`config.mk`:
```
export PLATFORM = sky130hd
export DESIGN_NAME = uart_tx_framer
export DESIGN_NICKNAME = d
export VERILOG_FILES = /design/src/rtl/uart_txf_pkg.sv /design/src/rtl/txf_frame_build.sv /design/src/rtl/txf_bit_timer.sv /design/src/rtl/txf_shift_engine.sv /design/src/rtl/uart_tx_framer.sv
export SDC_FILE = /design/constraint.sdc
export NUM_CORES = 1
export LEC_CHECK = 0
export ABC_AREA = 1
export CAP_MARGIN = 20
export CELL_PAD_IN_SITES_DETAIL_PLACEMENT = 1
export CELL_PAD_IN_SITES_GLOBAL_PLACEMENT = 1
export CORE_AREA = 2 2 64 66
export DETAILED_ROUTE_END_ITERATION = 16
export DIE_AREA = 0 0 66 68
export PLACE_DENSITY_LB_ADDON = 0.25
export SLEW_MARGIN = 20
export SYNTH_ARGS = -nofsm -noshare
export SYNTH_HDL_FRONTEND = slang
export SYNTH_SLANG_ARGS = --single-unit
export TNS_END_PERCENT = 20
```
`constraint.sdc`:
```
create_clock -name clk -period 2.2 [get_ports clk]
set_input_delay 0.33 -clock clk [delete_from_list [all_inputs] [get_ports clk]]
set_output_delay 0.33 -clock clk [all_outputs]
set_load 0.05 [all_outputs]
```
`src/rtl/uart_txf_pkg.sv`:
```
package uart_txf_pkg;

  typedef enum logic [1:0] {
    PAR_ODD  = 2'd0,
    PAR_EVEN = 2'd1,
    PAR_ONE  = 2'd2,
    PAR_ZERO = 2'd3
  } par_mode_e;

  // Packed so that the field order matches the line-control bit positions.
  typedef struct packed {
    logic      brk;
    par_mode_e par_mode;
    logic      par_en;
    logic      two_stop;
    logic [1:0] wlen_code;
  } line_ctl_t;

endpackage

```
`src/rtl/txf_frame_build.sv`:
```
module txf_frame_build
  import uart_txf_pkg::*;
#(
  parameter int DATA_MAX = 8,
  parameter int MIN_WLEN = 5,
  parameter int FRAME_W  = 12,
  parameter int LEN_W    = 4
) (
  input  logic [1:0]          wlen_code_i,
  input  logic                two_stop_i,
  input  logic                par_en_i,
  input  par_mode_e           par_mode_i,
  input  logic [DATA_MAX-1:0] data_i,
  output logic [FRAME_W-1:0]  frame_o,
  output logic [LEN_W-1:0]    len_o
);

  logic [LEN_W-1:0]    nbits;
  logic [DATA_MAX-1:0] keep;
  logic                ones_xor;
  logic                par_bit;

  assign nbits = LEN_W'(MIN_WLEN) + LEN_W'(wlen_code_i);

  for (genvar i = 0; i < DATA_MAX; i++) begin : g_keep
    assign keep[i] = (LEN_W'(i) < nbits);
  end

  assign ones_xor = ^(data_i & keep);

  always_comb begin
    unique case (par_mode_i)
      PAR_ODD:  par_bit = ~ones_xor;
      PAR_EVEN: par_bit = ones_xor;
      PAR_ONE:  par_bit = 1'b1;
      default:  par_bit = 1'b0;
    endcase
  end

  // Unused upper positions stay 1, so they serve as stop bits.
  always_comb begin
    frame_o    = '1;
    frame_o[0] = 1'b0;
    for (int i = 0; i < DATA_MAX; i++) begin
      if (keep[i]) frame_o[1+i] = data_i[i];
    end
    if (par_en_i) frame_o[int'(nbits) + 1] = par_bit;
  end

  assign len_o = LEN_W'(2) + nbits + LEN_W'(par_en_i) + LEN_W'(two_stop_i);

endmodule

```
`src/rtl/txf_bit_timer.sv`:
```
module txf_bit_timer #(
  parameter int OVERSAMPLE = 16
) (
  input  logic clk,
  input  logic rst_n,
  input  logic clear_i,
  input  logic tick_i,
  output logic bit_end_o
);

  localparam int CNT_W = (OVERSAMPLE > 1) ? $clog2(OVERSAMPLE) : 1;
  localparam logic [CNT_W-1:0] LAST = CNT_W'(OVERSAMPLE - 1);

  logic [CNT_W-1:0] cnt_q;

  always_ff @(posedge clk or negedge rst_n) begin
    if (!rst_n) begin
      cnt_q <= '0;
    end else if (clear_i) begin
      cnt_q <= '0;
    end else if (tick_i) begin
      cnt_q <= (cnt_q == LAST) ? '0 : cnt_q + 1'b1;
    end
  end

  assign bit_end_o = tick_i && (cnt_q == LAST) && !clear_i;

  // without a tick the bit phase does not move
  a_r10_no_tick_no_count: assert property (@(posedge clk) disable iff (!rst_n)
    (!tick_i && !clear_i) |=> $stable(cnt_q));

endmodule

```
`src/rtl/txf_shift_engine.sv`:
```
module txf_shift_engine #(
  parameter int FRAME_W = 12,
  parameter int LEN_W   = 4
) (
  input  logic               clk,
  input  logic               rst_n,
  input  logic               load_i,
  input  logic [FRAME_W-1:0] frame_i,
  input  logic [LEN_W-1:0]   len_i,
  input  logic               bit_end_i,
  output logic               busy_o,
  output logic               line_o
);

  logic [FRAME_W-1:0] frame_q;
  logic [LEN_W-1:0]   left_q;
  logic               busy_q;

  always_ff @(posedge clk or negedge rst_n) begin
    if (!rst_n) begin
      frame_q <= '1;
      left_q  <= '0;
      busy_q  <= 1'b0;
    end else if (load_i) begin
      frame_q <= frame_i;
      left_q  <= len_i;
      busy_q  <= 1'b1;
    end else if (busy_q && bit_end_i) begin
      frame_q <= {1'b1, frame_q[FRAME_W-1:1]};
      left_q  <= left_q - 1'b1;
      if (left_q == LEN_W'(1)) busy_q <= 1'b0;
    end
  end

  assign busy_o = busy_q;
  assign line_o = busy_q ? frame_q[0] : 1'b1;

  // a freshly loaded frame opens with a low start bit
  a_r3_start_low: assert property (@(posedge clk) disable iff (!rst_n)
    load_i |=> !line_o);

  // between bit boundaries the captured frame is frozen
  a_r8_frame_frozen: assert property (@(posedge clk) disable iff (!rst_n)
    (busy_q && !bit_end_i && !load_i) |=> ($stable(frame_q) && $stable(left_q)));

  // the final bit of every frame is a high stop bit
  a_r9_last_is_stop: assert property (@(posedge clk) disable iff (!rst_n)
    (busy_q && bit_end_i && left_q == LEN_W'(1)) |-> line_o);

endmodule

```
`src/rtl/uart_tx_framer.sv`:
```
module uart_tx_framer
  import uart_txf_pkg::*;
#(
  parameter int DATA_MAX   = 8,
  parameter int MIN_WLEN   = 5,
  parameter int OVERSAMPLE = 16
) (
  input  logic                clk,
  input  logic                rst_n,
  input  logic                tick16,
  input  logic [6:0]          lcr,
  input  logic                in_valid,
  output logic                in_ready,
  input  logic [DATA_MAX-1:0] in_data,
  output logic                txd,
  output logic                idle
);

  localparam int FRAME_W = 1 + DATA_MAX + 1 + 2;
  localparam int LEN_W   = $clog2(FRAME_W + 1);

  line_ctl_t          ctl;
  logic               accept;
  logic               busy;
  logic               line;
  logic               bit_end;
  logic               brk_q;
  logic [FRAME_W-1:0] frame;
  logic [LEN_W-1:0]   len;

  assign ctl      = line_ctl_t'(lcr);
  assign in_ready = !busy;
  assign accept   = in_valid && in_ready;

  txf_frame_build #(
    .DATA_MAX(DATA_MAX), .MIN_WLEN(MIN_WLEN), .FRAME_W(FRAME_W), .LEN_W(LEN_W)
  ) u_build (
    .wlen_code_i(ctl.wlen_code),
    .two_stop_i (ctl.two_stop),
    .par_en_i   (ctl.par_en),
    .par_mode_i (ctl.par_mode),
    .data_i     (in_data),
    .frame_o    (frame),
    .len_o      (len)
  );

  txf_bit_timer #(.OVERSAMPLE(OVERSAMPLE)) u_timer (
    .clk      (clk),
    .rst_n    (rst_n),
    .clear_i  (accept),
    .tick_i   (tick16),
    .bit_end_o(bit_end)
  );

  txf_shift_engine #(.FRAME_W(FRAME_W), .LEN_W(LEN_W)) u_shift (
    .clk      (clk),
    .rst_n    (rst_n),
    .load_i   (accept),
    .frame_i  (frame),
    .len_i    (len),
    .bit_end_i(bit_end),
    .busy_o   (busy),
    .line_o   (line)
  );

  always_ff @(posedge clk or negedge rst_n) begin
    if (!rst_n) brk_q <= 1'b0;
    else        brk_q <= ctl.brk;
  end

  assign txd  = line && !brk_q;
  assign idle = !busy;

  // the stream closes for the duration of an accepted frame
  a_r2_ready_drops: assert property (@(posedge clk) disable iff (!rst_n)
    accept |=> !in_ready);

  // a requested break pulls the line low on the following cycle
  a_r7_break_low: assert property (@(posedge clk) disable iff (!rst_n)
    lcr[6] |=> !txd);

  // an idle line without break rests high
  a_r9_idle_high: assert property (@(posedge clk) disable iff (!rst_n)
    (idle && !$past(lcr[6])) |-> txd);

endmodule

```
==> flow_summary.yaml, run 1 <==
outcome:
  run_status: "complete, no violations"
critical_path:
  cp-end-kind: "output pin"
  crit_required_ns: 1.87
  cp_slowest_stage_delay_ns: 0.81
  path_delay_family: "buffers and inverters"
  cp_slowest_cell: "clkdlybuf4s50_1"
  critical_path.cell_chain: "inv_1 > a21oi_1 > clkdlybuf4s50_1"
  crit_buf_inv: 2
  critPathArrivalTime_ns: 1.77
  worstSetupPathType: "flop to output pin"
  crit_fanout: 2
  worst_setup_path_start_kind: "flop"
floorplan:
  fp.dieH_um: 68
  initial_utilization_pct: 41.1
  chipWidth_um: 66
  die_area_um2: 4490
  rows: 23
  num_io_pins: 22
  core-area_um2: 3860
cells_and_area:
  final-seq-area_um2: 566
  fin_util_pct: 51.3
  drive_gt1_share_pct: 19.5
  fin_nets: 270
  multi_input_comb_area_um2: 883
  area_delta_synth_final_pct: 24.6
  fin_area_um2: 1980
  fillers: 492
  antenna_cells: 0
power_and_ir_drop:
  p_leak_nw: 0.928
  power.switching_w: 0.000542
  p_clk_share_pct: 19.0
  p_int_w: 0.00102
  seqPwrFrac_pct: 46.3
  finalPower_w: 0.00156
  netSwitchingFraction_pct: 34.8
  powerDensity_nw_per_um2: 789
  ir_drop_mv: 0.312
  comb_power_share_pct: 34.7
timing:
  worstMarginPinSlew_ns: 0.489
  setup_viol: 0
  drv_slew: 0
  timing.final.crit_period_ns: 2.10
  grt_setup_unrepaired: "false"
  max_slew_margin_pct: 67.3
  max_freq_mhz: 476
  hold_ws_ns: 0.406
  timing.final.hold_violations: 0
  finalCritPeriodShare_pct: 95.5
  tns_ns: 0
  skew_ns: 0.00750
synth:
  syn_nets: 237
  netlist.area_leader.share_pct: 19.9
  synth_edf_count: 0
  synth_seq_area_share_pct: 35.6
  synth-seq-cells: 22
  ys_warn_count: 0
  synthArstFlopShare_pct: 100
  synthFlopType: "dfstp_2"
  synthTopCellsByArea: "dfstp_2 (20%), dfrtp_1 (16%), ha_1 (10%)"
  syn-instance-count: 204
  ys_types: 32
  yosysTopAreaCell: "dfstp_2"
  avgSynthCellArea_um2: 7.78
  netlist_area_um2: 1590
placed_design:
  port_buffers: 21
  dp_hpwl_mm: 3.29
  gp_congestion: 0.799
  place_area_um2: 1920
clock_network:
  path_clk_slew_ns: 0.09
  h-tree-depth: 1
  cts_tree: "done"
  worstSkewPairLatency_ns: 0.27
  cts_inserted_buffers: 3
  cts_buffer_depth: 2
  postCtsSetupBuffers: 0
  cts.sinks: 22
  cts_root_buffer: "clkbuf_8"
global_route:
  grt_pass1_vias: 1575
  antenna_found_initial: 0
  grt_pass1_wl_mm: 6.89
  gr-total-overflow: 0
  grt_max_degree: 23
  grt_usage_pct: 20.2
route:
  route.detailed.drc: 0
  finalWirelength_mm: 4.09
  route.detailed.wl_per_inst_um: 14.3
  drtIter0Drc: 38
  vias_per_cell: 5.02
  vias: 1435
  dr.pass1.iters: 4
  drtAntennaViolNets: 0
job:
  maxCapViolations: 0
hold_path:
  min_path_type: "primary input to async pin"
==> sequential cells by signal, summed over array words and instances (netlist names) <==
register	cells
u_timer.cnt_q	4
u_shift.left_q	4
brk_q	1
u_shift.frame_q	12
u_shift.busy_o	1
==> area by class of cell <==
cell class	count	area share [%]
multi-input cells	147	44.7
flip-flops and latches	22	28.6
repair buffers	32	14.9
inverters	31	5.89
well taps	50	3.16
clock buffers	4	2.78
==> cell usage after synthesis (2+ instances only) <==
master	count
nand3_2	3
o21ai_1	6
a21oi_1	14
nor2_4	2
xor2_1	4
xnor2_1	2
o22ai_1	2
nand3b_1	4
nand2_2	3
dfrtp_1	10
inv_2	5
a31oi_1	2
o21ai_0	12
buf_4	2
dfstp_2	12
inv_1	25
nand3_1	11
ha_1	13
nor2_1	17
nor3_1	2
nand2_1	42
==> final timing paths <==
| check | from | end | slack (ns) | cells after the start |
|---|---|---|---|---|
| max | u_shift.frame_q[0] | txd | 0.1 | 3 |
| min in group clk | u_shift.frame_q[10] | u_shift.frame_q[10] | 0.48 | 2 |
| min reg2reg | u_shift.frame_q[10] | u_shift.frame_q[10] | 0.48 | 2 |
| max in group asynchronous | rst_n | u_shift.frame_q[7] | 1.51 | 2 |
| max reg2reg | u_timer.cnt_q[0] | u_shift.frame_q[1] | 0.50 | 9 |
| min | rst_n | u_shift.left_q[0] | 0.41 | 2 |
==> layer usage <==
metal  share of wire [%]  wire length [um]  GRT usage, %
met4                 2.5               102          7.91
met3                 2.8               116          2.47
met1                  43              1740          22.5
met2                  52              2130          39.0
met5                   0                 0             0
==> cells by family (layout without fill, tap and decap cells) <==
group           count (synthesis)  count (layout)  share of synthesized area (%)
buf+inv                        35              67                           8.83
simple gates                   86              86                           26.3
flops                          22              22                           35.6
xor+xnor                        6               6                           3.31
compound gates                 41              41                           14.4
fa+ha+maj                      14              14                           11.5
==> power by group through the flow <==
stage | Combinational [W] | Sequential (W) | Clock, W
4_1_cts | 0.000551 | 0.000724 | 0.000303
2_1_floorplan | 0.000383 | 0.000700 | 0
3_5_place_dp | 0.000546 | 0.000731 | 0
3_3_place_gp | 0.000502 | 0.000719 | 0
6_report | 0.000541 | 0.000722 | 0.000296
5_1_grt | 0.000618 | 0.000743 | 0.000316
==> cell usage in the layout (no fill, tap or decap), types with 6 or more instances in the layout <==
cell type | synthesis | final
clkdlybuf4s50_1 | 0 | 19
dfstp_2 | 12 | 12
ha_1 | 13 | 12
o21ai_1 | 6 | 6
inv_1 | 25 | 24
inv_2 | 5 | 6
a21oi_1 | 14 | 14
buf_4 | 2 | 11
nand3_1 | 11 | 11
nor2_1 | 17 | 17
o21ai_0 | 12 | 12
dfrtp_1 | 10 | 10
nand2_1 | 42 | 42
==> timing repair <==
item | 4_1_cts | 5_1_grt
gates resized for setup | 3 | 1
endpoints found under the setup margin | 1 | 8
hold buffers | 0 | 0
==> per-stage QoR <==
step / cells / setup WS, ns
2_1_floorplan: 204 / 0.391
4_1_cts: 286 / 0.00565
3_5_place_dp: 282 / -0.249
6_report: 286 / 0.0982
5_1_grt: 286 / 0.0326
3_3_place_gp: 282 / -0.0460
Note: power is estimated with default switching activity, not from simulation.
==> inputs of run 2 (changes only) <==
CORE_AREA = 2 2 66 68   (was 2 2 64 66)
CTS_BUF_LIST = sky130_fd_sc_hd__clkbuf_8   (was default)
DIE_AREA = 0 0 68 70   (was 0 0 66 68)
==> flow_summary.yaml, run 2 (synthesis results as in run 1) <==
timing:
  setup_ws_ns: 0.115
  max_slew_margin_pct: 67.3
  worstMarginPinSlew_ns: 0.489
  skew_ns: 0.00564
  setup_viol: 0
  drv_slew: 0
  timing.final.hold_violations: 0
  timing.final.crit_period_ns: 2.09
  hold_ws_ns: 0.415
  tns_ns: 0
  max_freq_mhz: 480
  finalCritPeriodShare_pct: 94.8
  grt_setup_unrepaired: "false"
route:
  route.detailed.wl_per_inst_um: 12.7
  vias: 1437
  drtAntennaViolNets: 0
  route.detailed.drc: 0
  dr.pass1.iters: 4
  finalWirelength_mm: 3.69
  vias_per_cell: 4.94
  drtIter0Drc: 39
floorplan:
  num_io_pins: 22
  rows: 24
  die_area_um2: 4760
  fp.dieH_um: 70
  initial_utilization_pct: 38.3
  chipWidth_um: 68
  core-area_um2: 4140
power_and_ir_drop:
  powerDensity_nw_per_um2: 752
  p_leak_nw: 0.950
  finalPower_w: 0.00151
  ir_drop_mv: 0.222
cells_and_area:
  regMostFlops: "u_shift.frame_q"
  antenna_cells: 0
  layout_common_cells: "nand2_1 (42), inv_1 (24), clkdlybuf4s50_1 (19), nor2_1 (17)"
  area_delta_synth_final_pct: 26.3
  drive_gt1_share_pct: 20.5
  largest_registers: "u_shift.frame_q: 12 flops, u_shift.left_q: 4 flops, u_timer.cnt_q: 4 flops"
  layout_commonest_cell: "nand2_1"
  largest_register_ffs: 12
  fin_area_um2: 2000
  fin_nets: 273
critical_path:
  worst_setup_path_start_kind: "flop"
  crit_buf_inv: 2
  crit_required_ns: 1.87
  cp_slowest_cell: "clkdlybuf4s50_1"
  critPathArrivalTime_ns: 1.76
  path_delay_family: "buffers and inverters"
  crit_fanout: 2
  worstSetupPathType: "flop to output pin"
  critical_path.cell_chain: "inv_1 > a21oi_1 > clkdlybuf4s50_1"
  cp_slowest_stage_delay_ns: 0.81
  cp-end-kind: "output pin"
clock_network:
  postCtsSetupBuffers: 0
  cts_buffer_depth: 2
  cts.sinks: 22
  h-tree-depth: 1
  cts_root_buffer: "clkbuf_8"
  cts_inserted_buffers: 3
  path_clk_slew_ns: 0.08
  cts_tree: "done"
  worstSkewPairLatency_ns: 0.26
global_route:
  antenna_found_initial: 0
  gr-total-overflow: 0
  grt_max_degree: 23
  grt_pass1_vias: 1504
  grt_pass1_wl_mm: 6.63
  grt_usage_pct: 17.8
placed_design:
  place_area_um2: 1940
  pre_cts_slack_ns: -0.277
  gp_congestion: 0.755
  port_buffers: 21
  dp_hpwl_mm: 2.91
job:
  maxCapViolations: 0
outcome:
  run_status: "complete, no violations"
hold_path:
  min_path_type: "primary input to async pin"
==> run 2: power breakdown <==
group / total (W) / switching, W / internal (W) / leakage, nW
Clock: 0.000253 / 0.000128 / 0.000125 / 0.0269
Combinational: 0.000534 / 0.000299 / 0.000235 / 0.677
Sequential: 0.000720 / 0.0000936 / 0.000626 / 0.246
==> run 2: per-stage QoR <==
step / util [%] / instances
6_report: 48.3 / 291
2_1_floorplan: - / 204
5_1_grt: 48.3 / 291
3_3_place_gp: 46.9 / 287
3_5_place_dp: 46.9 / 287
4_1_cts: 48.0 / 291
==> run 2: final timing paths <==
check / slack, ns / cells after the start / from / to
max: 0.11 / 3 / u_shift.frame_q[0] / txd
min: 0.41 / 2 / rst_n / u_timer.cnt_q[3]
max reg2reg: 0.55 / 9 / u_timer.cnt_q[0] / u_shift.frame_q[4]
min reg2reg: 0.47 / 2 / u_shift.frame_q[6] / u_shift.frame_q[6]
max in group asynchronous: 1.51 / 2 / rst_n / u_shift.frame_q[8]
min in group clk: 0.47 / 2 / u_shift.frame_q[6] / u_shift.frame_q[6]
==> run 2: per-layer routing <==
layer  part of all wire, %  track usage (%)  up-vias
li1                      -                -      727
met1                    46             23.4      686
met2                    51             30.2       20
met3                   2.3             1.93        4
met4                   1.2             5.33        0
met5                     0                0        -
==> run 2: worst register-to-register path, stage by stage, from the launching register on <==
cell and delay (ns):
dfrtp_1 0.40, ha_1 0.20, nand3_1 0.10, nor2_1 0.10, inv_1 0.08, nor2_4 0.14
nor2_4 0.08, inv_2 0.23, o22ai_1 0.14, a21oi_2 0.11
==> run 2: what timing repair did <==
action                                  in CTS  in global routing
hold buffers                                 0                  0
endpoints found under the setup margin       0                  8
resized for setup                            0                  6
==> run 2: layout make-up <==
class / instances / area (um2)
well taps: 52 / 65.1
multi-input cells: 147 / 891
flip-flops and latches: 22 / 566
repair buffers: 35 / 320
fillers: 544 / 2140
inverters: 31 / 116
clock buffers: 3 / 41.3
clock inverters: 1 / 3.75
